[config.mk]
export PLATFORM = sky130hd
export DESIGN_NAME = crt_small_rem
export DESIGN_NICKNAME = d
export VERILOG_FILES = /design/src/rtl/crt_small_rem_pkg.sv /design/src/rtl/crt_chan_slice.sv /design/src/rtl/crt_rem_combine.sv /design/src/rtl/crt_small_rem.sv
export SDC_FILE = /design/constraint.sdc
export NUM_CORES = 1
export LEC_CHECK = 0
export BUFFER_PORTS_ARGS = -buffer_cell sky130_fd_sc_hd__buf_2
export CORE_MARGIN = 5
export CORE_UTILIZATION = 58
export DETAILED_ROUTE_END_ITERATION = 10
export PLACE_DENSITY = 0.83
export SYNTH_ARGS = -nofsm -noshare
export SYNTH_HDL_FRONTEND = slang
export SYNTH_SLANG_ARGS = --single-unit
[constraint.sdc]
create_clock -name clk -period 12.5 [get_ports clk]
set_input_delay 0.625 -clock clk [delete_from_list [all_inputs] [get_ports clk]]
set_output_delay 0.625 -clock clk [all_outputs]
set_load 0.01 [all_outputs]
[src/rtl/crt_small_rem_pkg.sv]
package crt_small_rem_pkg;

  // Residue of a 32-bit value modulo 3: 4 == 1 (mod 3), so summing the
  // 2-bit digits keeps the residue; five passes shrink any value to 0..3.
  function automatic logic [1:0] mod3_fold32(input logic [31:0] v);
    logic [31:0] s;
    logic [31:0] t;
    s = v;
    for (int p = 0; p < 5; p++) begin
      t = '0;
      for (int d = 0; d < 16; d++) begin
        t = t + {30'b0, s[2*d +: 2]};
      end
      s = t;
    end
    return (s[1:0] == 2'd3) ? 2'd0 : s[1:0];
  endfunction

  // Modular difference (a - b) mod 3 for a, b already in 0..2.
  function automatic logic [1:0] sub_mod3(input logic [1:0] a, input logic [1:0] b);
    logic [2:0] d;
    d = {1'b0, a} + 3'd3 - {1'b0, b};
    return (d >= 3'd3) ? 2'(d - 3'd3) : d[1:0];
  endfunction

endpackage

[src/rtl/crt_chan_slice.sv]
module crt_chan_slice
  import crt_small_rem_pkg::*;
#(
  parameter int W = 16,
  parameter int T = 6
) (
  input  logic [W-1:0] res,
  output logic [T-1:0] top_bits,
  output logic [1:0]   lo2,
  output logic [1:0]   m3
);
  assign top_bits = res[W-1 -: T];
  assign lo2      = res[1:0];
  assign m3       = mod3_fold32(32'(res));
endmodule

[src/rtl/crt_rem_combine.sv]
module crt_rem_combine
  import crt_small_rem_pkg::*;
#(
  parameter int N_CH      = 4,
  parameter int T         = 6,
  parameter int ROUND_OFS = 2,
  localparam int QW       = $clog2(N_CH + 1) + 1,
  localparam int SUMW     = T + QW
) (
  input  logic [N_CH*T-1:0] tops,
  input  logic [N_CH*2-1:0] lo2s,
  input  logic [N_CH*2-1:0] m3s,
  output logic [QW-1:0]     q_est,
  output logic [1:0]        sum4,
  output logic [1:0]        sum3,
  output logic [1:0]        rem4_next,
  output logic [1:0]        rem3_next
);
  logic [SUMW-1:0] frac_sum;
  logic [31:0]     m3_acc;

  always_comb begin
    frac_sum = SUMW'(ROUND_OFS);
    sum4     = 2'd0;
    m3_acc   = '0;
    for (int i = 0; i < N_CH; i++) begin
      frac_sum = frac_sum + SUMW'(tops[i*T +: T]);
      sum4     = sum4 + lo2s[i*2 +: 2];
      m3_acc   = m3_acc + {30'b0, m3s[i*2 +: 2]};
    end
  end

  assign q_est     = frac_sum[SUMW-1 -: QW];
  assign sum3      = mod3_fold32(m3_acc);
  assign rem4_next = sum4 - q_est[1:0];
  assign rem3_next = sub_mod3(sum3, mod3_fold32(32'(q_est)));
endmodule

[src/rtl/crt_small_rem.sv]
module crt_small_rem #(
  parameter int N_CH      = 4,
  parameter int W         = 16,
  parameter int T         = 6,
  parameter int ROUND_OFS = 2,
  localparam int QW       = $clog2(N_CH + 1) + 1
) (
  input  logic              clk,
  input  logic              rst_n,
  input  logic              in_valid,
  input  logic [N_CH*W-1:0] in_res,
  output logic              out_valid,
  output logic [1:0]        out_rem4,
  output logic [1:0]        out_rem3
);
  logic [N_CH*T-1:0] tops_w;
  logic [N_CH*2-1:0] lo2_w;
  logic [N_CH*2-1:0] m3_w;
  logic [QW-1:0]     q_est;
  logic [1:0]        sum4_w;
  logic [1:0]        sum3_w;
  logic [1:0]        rem4_next;
  logic [1:0]        rem3_next;

  for (genvar g = 0; g < N_CH; g++) begin : g_chan
    crt_chan_slice #(.W(W), .T(T)) slice_i (
      .res      (in_res[g*W +: W]),
      .top_bits (tops_w[g*T +: T]),
      .lo2      (lo2_w[g*2 +: 2]),
      .m3       (m3_w[g*2 +: 2])
    );
  end

  crt_rem_combine #(.N_CH(N_CH), .T(T), .ROUND_OFS(ROUND_OFS)) comb_i (
    .tops      (tops_w),
    .lo2s      (lo2_w),
    .m3s       (m3_w),
    .q_est     (q_est),
    .sum4      (sum4_w),
    .sum3      (sum3_w),
    .rem4_next (rem4_next),
    .rem3_next (rem3_next)
  );

  always_ff @(posedge clk) begin
    if (!rst_n) begin
      out_valid <= 1'b0;
      out_rem4  <= 2'd0;
      out_rem3  <= 2'd0;
    end else begin
      out_valid <= in_valid;
      if (in_valid) begin
        out_rem4 <= rem4_next;
        out_rem3 <= rem3_next;
      end
    end
  end
endmodule

==> impl_metrics.json, run 1 <==
{
  "worst_slew_pin_slew_ns": 0.337,
  "min_path_type": "register to register",
  "vias": 2590,
  "vias_per_cell": 4.86,
  "fp.dieW_um": 88.8,
  "rsz0062_at_grt": "false",
  "ys_types": 28,
  "drtAntennaViolNets": 0,
  "layout_min_cycle_time_ns": 11.75,
  "critPathLaunchType": "input port",
  "drt_iter0_markers": 41,
  "path_class": "input port to register",
  "cap_violations": 0,
  "ys_seq_elements": 5,
  "finalClockSkew_ns": 0,
  "syn_to_final_growth_pct": 13.7,
  "worstRegToRegCells": 2,
  "cts_resized": 0,
  "coreArea_um2": 5990,
  "drive_gt1_frac": 0.172,
  "grt_usage": 0.189,
  "crit_path_frequent_cell": "ha_1",
  "synth_cells": 383,
  "detail_route.wl_per_cell_um": 12.6,
  "grt_pass1_vias": 2827,
  "setup_viol_count_final": 0,
  "cp.required_ns": 12.67,
  "critPathMaxStageDelay_ns": 0.54,
  "synth_area_um2": 3600,
  "slew_headroom": 0.774,
  "cts_sinks": 5,
  "cts_tree": "yes",
  "path_max_fanout": 2,
  "avgSynthCellArea_um2": 9.40,
  "row_count": 28,
  "cts_setup_buffers": 0,
  "grt_max_degree": 7,
  "setup-tns-final_ns": 0,
  "routed_wl_um": 6740,
  "start_util": 0.601,
  "io_buffer_count": 71,
  "hold_viol": 0,
  "ys.flop_type": "dfxtp_1",
  "postCtsHoldBufs": 0,
  "grt_antenna_before_repair": 0,
  "synth_edf_count": 0,
  "yosysWarningCount": 0,
  "cp_data_arrival_time_ns": 11.92,
  "dieArea_um2": 7880,
  "grt_overflow_total": 0,
  "fin_crit_sh": 0.940,
  "max_freq_mhz": 85.1,
  "die_y_um": 88.8,
  "n_antenna_cell": 0,
  "firstDrtPassIters": 5,
  "run_status": "completed",
  "numCtsBuffers": 3,
  "htreeDepth": 1,
  "finalNetCount": 677,
  "slew_viol_final": 0,
  "clk_latency_ns": 0.23,
  "seq_area_frac_synth": 0.0278,
  "whs_path_depth": 2,
  "endpoint_kind": "register",
  "pin_count": 72,
  "path_clk_slew_ns": 0.04,
  "async_reset_ff_frac": 0,
  "slowest_stage": "fa_1",
  "gp_congestion": 0.827,
  "synth.net_count": 601,
  "clockBufferDepth": 2,
  "drc_errors": 0,
  "cts-root-buf": "clkbuf_8",
  "grt_pass1_wl_um": 11800,
  "dp_hpwl_um": 6530
}
## synth_stat cells (3+ instances only)
cell / count / share of area
nand2_1: 8 / 0.0083
and2_1: 3 / 0.0052
nor2_1: 4 / 0.0042
fa_1: 70 / 0.39
inv_1: 151 / 0.16
dfxtp_1: 5 / 0.028
xnor2_1: 16 / 0.039
a21o_1: 8 / 0.017
a21oi_1: 5 / 0.0070
nand3_1: 3 / 0.0042
nor3_1: 3 / 0.0042
or2_2: 3 / 0.0052
xor2_1: 6 / 0.015
ha_1: 81 / 0.28
## per-layer routing
| layer | global-route usage | part of all wire |
|---|---|---|
| met5 | 0 | 0 |
| met3 | 0.00559 | 0.033 |
| met4 | 0.0357 | 0.012 |
| met1 | 0.243 | 0.40 |
| met2 | 0.354 | 0.55 |
## final cells by class
type	instances	area, µm²
timing repair buffer	71	355
tap	75	93.8
inverter	151	567
multi-input combinational	227	2930
fill	462	1900
clock buffer	4	45.0
sequential	5	100
## path summary, 6_finish.rpt
path	start	endpoint	slack [ns]
worst max register to register	out_rem3[0]	out_rem3[0]	11.88
worst min-delay path	out_rem3[1]	out_rem3[1]	0.48
worst min register to register	out_rem3[1]	out_rem3[1]	0.48
worst max-delay path	in_res[0]	out_rem3[0]	0.75
## metrics by stage
step	utilization	instances	area, µm²	hold WS, ns	setup slack (ns)
2_1_floorplan	-	383	3600	0.497	1.12
3_3_place_gp	0.676	529	4050	0.466	0.757
3_5_place_dp	0.676	529	4050	0.482	0.457
4_1_cts	0.683	533	4090	0.482	0.683
5_1_grt	0.683	533	4090	0.508	0.145
6_report	0.683	533	4090	0.476	0.751
## registers in the layout, summed over array words and instances (netlist names)
signal     count
out_rem4       2
out_rem3       2
out_valid      1
## layout by cell type (no fill, tap or decap), types with 4 or more instances in the layout
master,n
buf_2,71
fa_1,70
a21oi_1,5
ha_1,81
nor2_1,4
xnor2_1,16
dfxtp_1,5
nand2_1,8
xor2_1,6
a21o_1,8
inv_1,151
## cell families after synthesis
kind of cell,synth area share
compound gates,0.0368
xor+xnor,0.0535
fa+ha+maj,0.671
buf+inv,0.157
flops,0.0278
mux,0.00556
simple gates,0.0480
## critical path: cells and delay by family
| kind | cells | cell delay [ns] |
|---|---|---|
| compound gates | 1 | 0.16 |
| xor+xnor | 2 | 0.26 |
| mux | 1 | 0.10 |
| simple gates | 5 | 0.99 |
| fa+ha+maj | 31 | 9.21 |
| buf+inv | 9 | 0.54 |
Power of run 1 is not shown: default switching activity piles up to over one toggle a cycle in this logic, so the estimate is an artifact.
==> inputs of run 2 (changes only) <==
--- a/config.mk
+++ b/config.mk
@@ -7,9 +7,8 @@
 export LEC_CHECK = 0
 export BUFFER_PORTS_ARGS = -buffer_cell sky130_fd_sc_hd__buf_2
 export CORE_MARGIN = 5
-export CORE_UTILIZATION = 58
+export CORE_UTILIZATION = 25
 export DETAILED_ROUTE_END_ITERATION = 10
-export PLACE_DENSITY = 0.83
 export SYNTH_ARGS = -nofsm -noshare
 export SYNTH_HDL_FRONTEND = slang
 export SYNTH_SLANG_ARGS = --single-unit
==> constraint.sdc (replaced) <==
create_clock -name clk -period 12 [get_ports clk]
set_input_delay 0.6 -clock clk [delete_from_list [all_inputs] [get_ports clk]]
set_output_delay 0.6 -clock clk [all_outputs]
set_load 0.01 [all_outputs]
==> run 2 against run 1 <==
  * Clock-buffer cell count unchanged
  * Routed wire length increased by 3.6%
  * Flip-flop and latch count unchanged
  * Design area increased by 4.5%
  * Non-clock buffer count unchanged
  * Final cell count increased by 20%
  * Critical endpoint unchanged
  * Via count decreased by 3.3%
  * Setup slack got worse by 0.31 ns
  * Global-route usage decreased by 10 points
  * Register-to-register slack got worse by 0.48 ns
  * Clock skew unchanged
  * Critical path depth unchanged
==> impl_metrics.json, run 2 (synthesis gave the netlist of run 1 again) <==
{
  "gp_congestion": 0.823,
  "cap_violations": 0,
  "fp.dieW_um": 130,
  "worstRegToRegCells": 2,
  "critPathLaunchType": "input port",
  "path_class": "input port to register",
  "dp_hpwl_um": 7040,
  "grt_overflow_total": 0,
  "grt_pass1_wl_um": 12100,
  "clockBufferDepth": 2,
  "slew_viol_final": 0,
  "top_regs": "out_rem3 (2), out_rem4 (2), out_valid (1)",
  "drtAntennaViolNets": 0,
  "slowest_stage": "fa_1",
  "finalClockSkew_ns": 0,
  "cts_tree": "yes",
  "dieArea_um2": 16900,
  "hold_viol": 0,
  "setup_viol_count_final": 0,
  "min_path_type": "register to register",
  "start_util": 0.257,
  "drc_errors": 0,
  "vias_per_cell": 3.92,
  "firstDrtPassIters": 2,
  "cts_sinks": 5,
  "postCtsHoldBufs": 0,
  "path_clk_slew_ns": 0.03,
  "hp-start": "out_rem3[1]",
  "instances_no_fill": 638,
  "grt_antenna_before_repair": 0,
  "drive_gt1_frac": 0.179,
  "cp.depth": 49,
  "whs_path_depth": 2,
  "grt_pass1_vias": 2735,
  "clk_latency_ns": 0.22,
  "run_status": "completed",
  "drt_iter0_markers": 28,
  "htreeDepth": 1,
  "layout_commonest_cell": "inv_1",
  "detail_route.wl_per_cell_um": 10.9,
  "layout_min_cycle_time_ns": 11.56,
  "crit_family": "adder cells",
  "cp.required_ns": 12.16,
  "r2r_slack_ns": 11.40,
  "grt_usage": 0.0879,
  "fin_crit_sh": 0.963,
  "routed_wl_um": 6980,
  "critPathMaxStageDelay_ns": 0.52,
  "path_max_fanout": 2,
  "syn_to_final_growth_pct": 18.8,
  "slew_headroom": 0.767,
  "reg2reg_from": "out_rem3[0]",
  "r2r-end": "out_rem3[0]",
  "final_cell_mix": "inv_1, ha_1, buf_2",
  "numCtsBuffers": 3,
  "row_count": 43,
  "max_freq_mhz": 86.5,
  "die_y_um": 130,
  "grt_max_degree": 7,
  "final_core_util": 0.306,
  "io_buffer_count": 71,
  "min_to": "out_rem3[1]",
  "crit_path_frequent_cell": "ha_1",
  "finalNetCount": 677,
  "dp.cells": 634,
  "worst_slew_pin_slew_ns": 0.347,
  "cp_data_arrival_time_ns": 11.72,
  "n_antenna_cell": 0,
  "coreArea_um2": 14000,
  "vias": 2504,
  "path_buf_inv": 9,
  "pin_count": 72,
  "cts-root-buf": "clkbuf_16",
  "endpoint_kind": "register"
}
-- run 2: cell types whose count changed in the layout (fill, tap and decap cells not counted) --
cell	before	now
clkbuf_16	0	3
clkbuf_8	3	0
fa_1	70	69
fa_2	0	1
ha_1	81	79
ha_2	0	1
ha_4	0	1
-- run 2: per-layer routing --
layer / global-route usage / share of wire
met4: 0.0159 / 0.012
met2: 0.164 / 0.55
met1: 0.111 / 0.40
met5: 0 / 0
met3: 0.00941 / 0.033
-- run 2: layout make-up --
cell class	instances	area [µm²]
inverter	151	567
tap	180	225
fill	1475	9710
timing repair buffer	71	355
clock buffer	4	78.8
multi-input combinational	227	2950
sequential	5	100
-- run 2: worst max path at each step --
stage	slack (ns)	start	endpoint
2_1_floorplan	0.65	in_res[0]	out_rem3[0]
6_report	0.44	in_res[16]	out_rem3[0]
4_1_cts	0.15	in_res[0]	out_rem3[0]
3_5_place_dp	-0.03	in_res[0]	out_rem3[0]
3_3_place_gp	0.21	in_res[0]	out_rem3[0]
5_1_grt	-0.03	in_res[0]	out_rem3[0]
-- run 2: repair_timing --
action | in CTS | in global routing
resized for setup | 0 | 3
buffers inserted | 0 | 0
setup endpoints to repair | 0 | 2
hold endpoints to repair | 0 | 0
-- run 2: stage by stage --
step | TNS [ns] | hold slack [ns] | instance area [µm²] | setup slack [ns]
3_3_place_gp | 0 | 0.465 | 4180 | 0.212
3_5_place_dp | -0.0317 | 0.475 | 4180 | -0.0317
6_report | 0 | 0.475 | 4280 | 0.443
4_1_cts | 0 | 0.479 | 4260 | 0.150
5_1_grt | -0.0262 | 0.512 | 4280 | -0.0262
2_1_floorplan | 0 | 0.497 | 3600 | 0.646
-- run 2: worst min-delay path: cells and delay by family (launching register included) --
kind | cells | cell delay [ns]
AOI/OAI and AO/OA | 1 | 0.07
and+or+nand+nor | 1 | 0.06
DFF | 1 | 0.30
Power of run 2 is left out for the same reason.
==> inputs of run 3 (changes only) <==
--- a/config.mk
+++ b/config.mk
@@ -5,9 +5,11 @@
 export SDC_FILE = /design/constraint.sdc
 export NUM_CORES = 1
 export LEC_CHECK = 0
+export ABC_AREA = 1
 export BUFFER_PORTS_ARGS = -buffer_cell sky130_fd_sc_hd__buf_2
 export CORE_MARGIN = 5
 export CORE_UTILIZATION = 25
+export CTS_CLUSTER_SIZE = 40
 export DETAILED_ROUTE_END_ITERATION = 10
 export SYNTH_ARGS = -nofsm -noshare
 export SYNTH_HDL_FRONTEND = slang
==> run 3 against run 2 <==
  * Synthesized cell count is 16% higher
  * Design area is 3.5% higher
  * Critical endpoint is now out_rem3[1]
  * Critical path depth is 3 higher
  * Die area is 4.2% higher
  * First-iteration DRC count is 25% higher
  * Global-route usage is 0.34 points lower
  * Flip-flop and latch count stayed put
  * Final cell count is 11% higher
  * Via count is 7.3% higher
  * Routed wire length is 1.5% higher
  * Sequential share of layout area is 0.080 points lower
==> impl_metrics.json, run 3 <==
{
  "start_util": 0.257,
  "run_status": "completed",
  "grt_antenna_before_repair": 0,
  "synth_edf_count": 0,
  "gr-usage-met2": 0.141,
  "r2r-end": "out_rem3[1]",
  "grt_overflow_total": 0,
  "clockBufferDepth": 2,
  "synth_commonest_cells": "inv_1, ha_1, fa_1",
  "cts_setup_buffers": 0,
  "htreeDepth": 1,
  "worstRegToRegCells": 3,
  "synth_cells": 446,
  "async_reset_ff_frac": 0,
  "io_buffer_count": 71,
  "synthTopCellsByArea": "fa_1, ha_1, inv_1",
  "cap_violations": 0,
  "grt_busiest_layer": "met2",
  "dp_hpwl_um": 7010,
  "n_antenna_cell": 0,
  "routed_wl_um": 7080,
  "crit_path_frequent_cell": "ha_1",
  "drt_iter0_markers": 35,
  "clk_latency_ns": 0.23,
  "yosysWarningCount": 0,
  "cts_tree": "yes",
  "fillCellCount": 1560,
  "yosysTopAreaCell": "fa_1",
  "fin_crit_sh": 0.945,
  "synth_area_um2": 3760,
  "grt_pass1_vias": 2770,
  "cp.required_ns": 12.12,
  "avgSynthCellArea_um2": 8.44,
  "cts_resized": 0,
  "rsz0062_at_grt": "false",
  "worst_slew_pin_slew_ns": 0.272,
  "grt_max_degree": 8,
  "seqCellArea_um2": 100,
  "ys_types": 20,
  "numCtsBuffers": 3,
  "cts-root-buf": "clkbuf_16",
  "die_y_um": 133,
  "yosysMostFrequentCell": "inv_1",
  "drtAntennaViolNets": 0,
  "finalClockSkew_ns": 0,
  "critPathMaxStageDelay_ns": 0.52,
  "vias": 2687,
  "critPathLaunchType": "input port",
  "row_count": 44,
  "cts_sinks": 5,
  "fp.dieW_um": 133,
  "path_clk_slew_ns": 0.03,
  "gp_congestion": 0.756,
  "met3_usage": 0.0106,
  "slowest_stage": "fa_1",
  "final_cell_mix": "inv_1, ha_1, buf_2",
  "dieArea_um2": 17600,
  "slew_viol_final": 0,
  "top_regs": "out_rem3 (2), out_rem4 (2), out_valid (1)",
  "synth.net_count": 664,
  "seq_area_frac_synth": 0.0266,
  "synth_top_area_frac": 0.372,
  "setup_viol_count_final": 0,
  "grt_pass1_wl_um": 12400,
  "max_freq_mhz": 88.2,
  "multiInputGateArea_um2": 3000,
  "firstDrtPassIters": 4,
  "detail_route.wl_per_cell_um": 10.0,
  "timing.hold.ws_ns": 0.499,
  "ys_seq_elements": 5,
  "vias_per_cell": 3.81,
  "layout_min_cycle_time_ns": 11.34,
  "r2r_slack_ns": 11.30,
  "grt_usage": 0.0845,
  "setup-tns-final_ns": 0,
  "min_path_type": "register to register",
  "path_class": "input port to register",
  "endpoint_kind": "register",
  "layout_commonest_cell": "inv_1",
  "cp_data_arrival_time_ns": 11.46,
  "ys.flop_type": "dfxtp_1",
  "pin_count": 72,
  "whs_path_depth": 2,
  "min_to": "out_rem4[0]",
  "syn_to_final_growth_pct": 17.7,
  "finalNetCount": 740,
  "drive_gt1_frac": 0.157,
  "postCtsHoldBufs": 0,
  "reg2reg_from": "out_rem3[1]",
  "drc_errors": 0,
  "hold_viol": 0,
  "hp-start": "out_rem4[0]",
  "path_max_fanout": 3,
  "met1_usage": 0.121,
  "slew_headroom": 0.817,
  "coreArea_um2": 14600
}
[run 3: cell count changes after synthesis, sizes merged, moves of 3 or more]
cell / before / now
nand2: 8 / 48
inv: 151 / 176
nor2: 4 / 17
xnor2: 16 / 7
a21o: 8 / 0
nand3: 3 / 10
o21ai: 1 / 5
nor3: 3 / 0
[run 3: how the worst max path moves through the flow]
stage	start	to	slack, ns	cells past startpoint
3_5_place_dp	in_res[0]	out_rem3[1]	0.38	52
5_1_grt	in_res[0]	out_rem3[1]	0.05	52
3_3_place_gp	in_res[16]	out_rem3[1]	0.51	52
2_1_floorplan	in_res[0]	out_rem3[1]	0.93	51
4_1_cts	in_res[0]	out_rem3[1]	0.61	52
6_report	in_res[0]	out_rem3[1]	0.66	52
[run 3: layer usage]
layer / wire (µm) / up-vias
li1: - / 1431
met2: 3160 / 52
met4: 27 / 0
met5: 0 / -
met3: 297 / 2
met1: 3600 / 1202
[run 3: layout make-up]
cell class | count | share of cell area
Multi-Input combinational cell | 265 | 0.678
Inverter | 176 | 0.149
Timing Repair Buffer | 71 | 0.0802
Tap cell | 184 | 0.0520
Sequential cell | 5 | 0.0226
Clock buffer | 4 | 0.0178
[run 3: worst max-delay path, delay by kind of cell]
family / cells / cell delay (ns)
simple gates: 5 / 0.45
buf+inv: 11 / 0.66
fa+ha+maj: 31 / 9.09
xor+xnor: 2 / 0.31
compound gates: 3 / 0.33
[run 3: kinds of logic (layout without fill, tap and decap cells)]
logic type | after synthesis | count (layout) | synth area share
xor+xnor | 15 | 15 | 0.0349
flops | 5 | 5 | 0.0266
buf+inv | 176 | 251 | 0.176
simple gates | 82 | 82 | 0.0918
fa+ha+maj | 151 | 151 | 0.642
compound gates | 17 | 17 | 0.0296
[run 3: through the flow]
step | cells | instance area, µm² | utilization | setup slack [ns]
global route | 705 | 4430 | 0.302 | 0.0513
floorplan | 446 | 3760 | - | 0.931
finish | 705 | 4430 | 0.302 | 0.659
CTS | 705 | 4430 | 0.302 | 0.611
detailed placement | 701 | 4350 | 0.297 | 0.378
global placement | 701 | 4350 | 0.297 | 0.508
Power of run 3 is left out for the same reason.
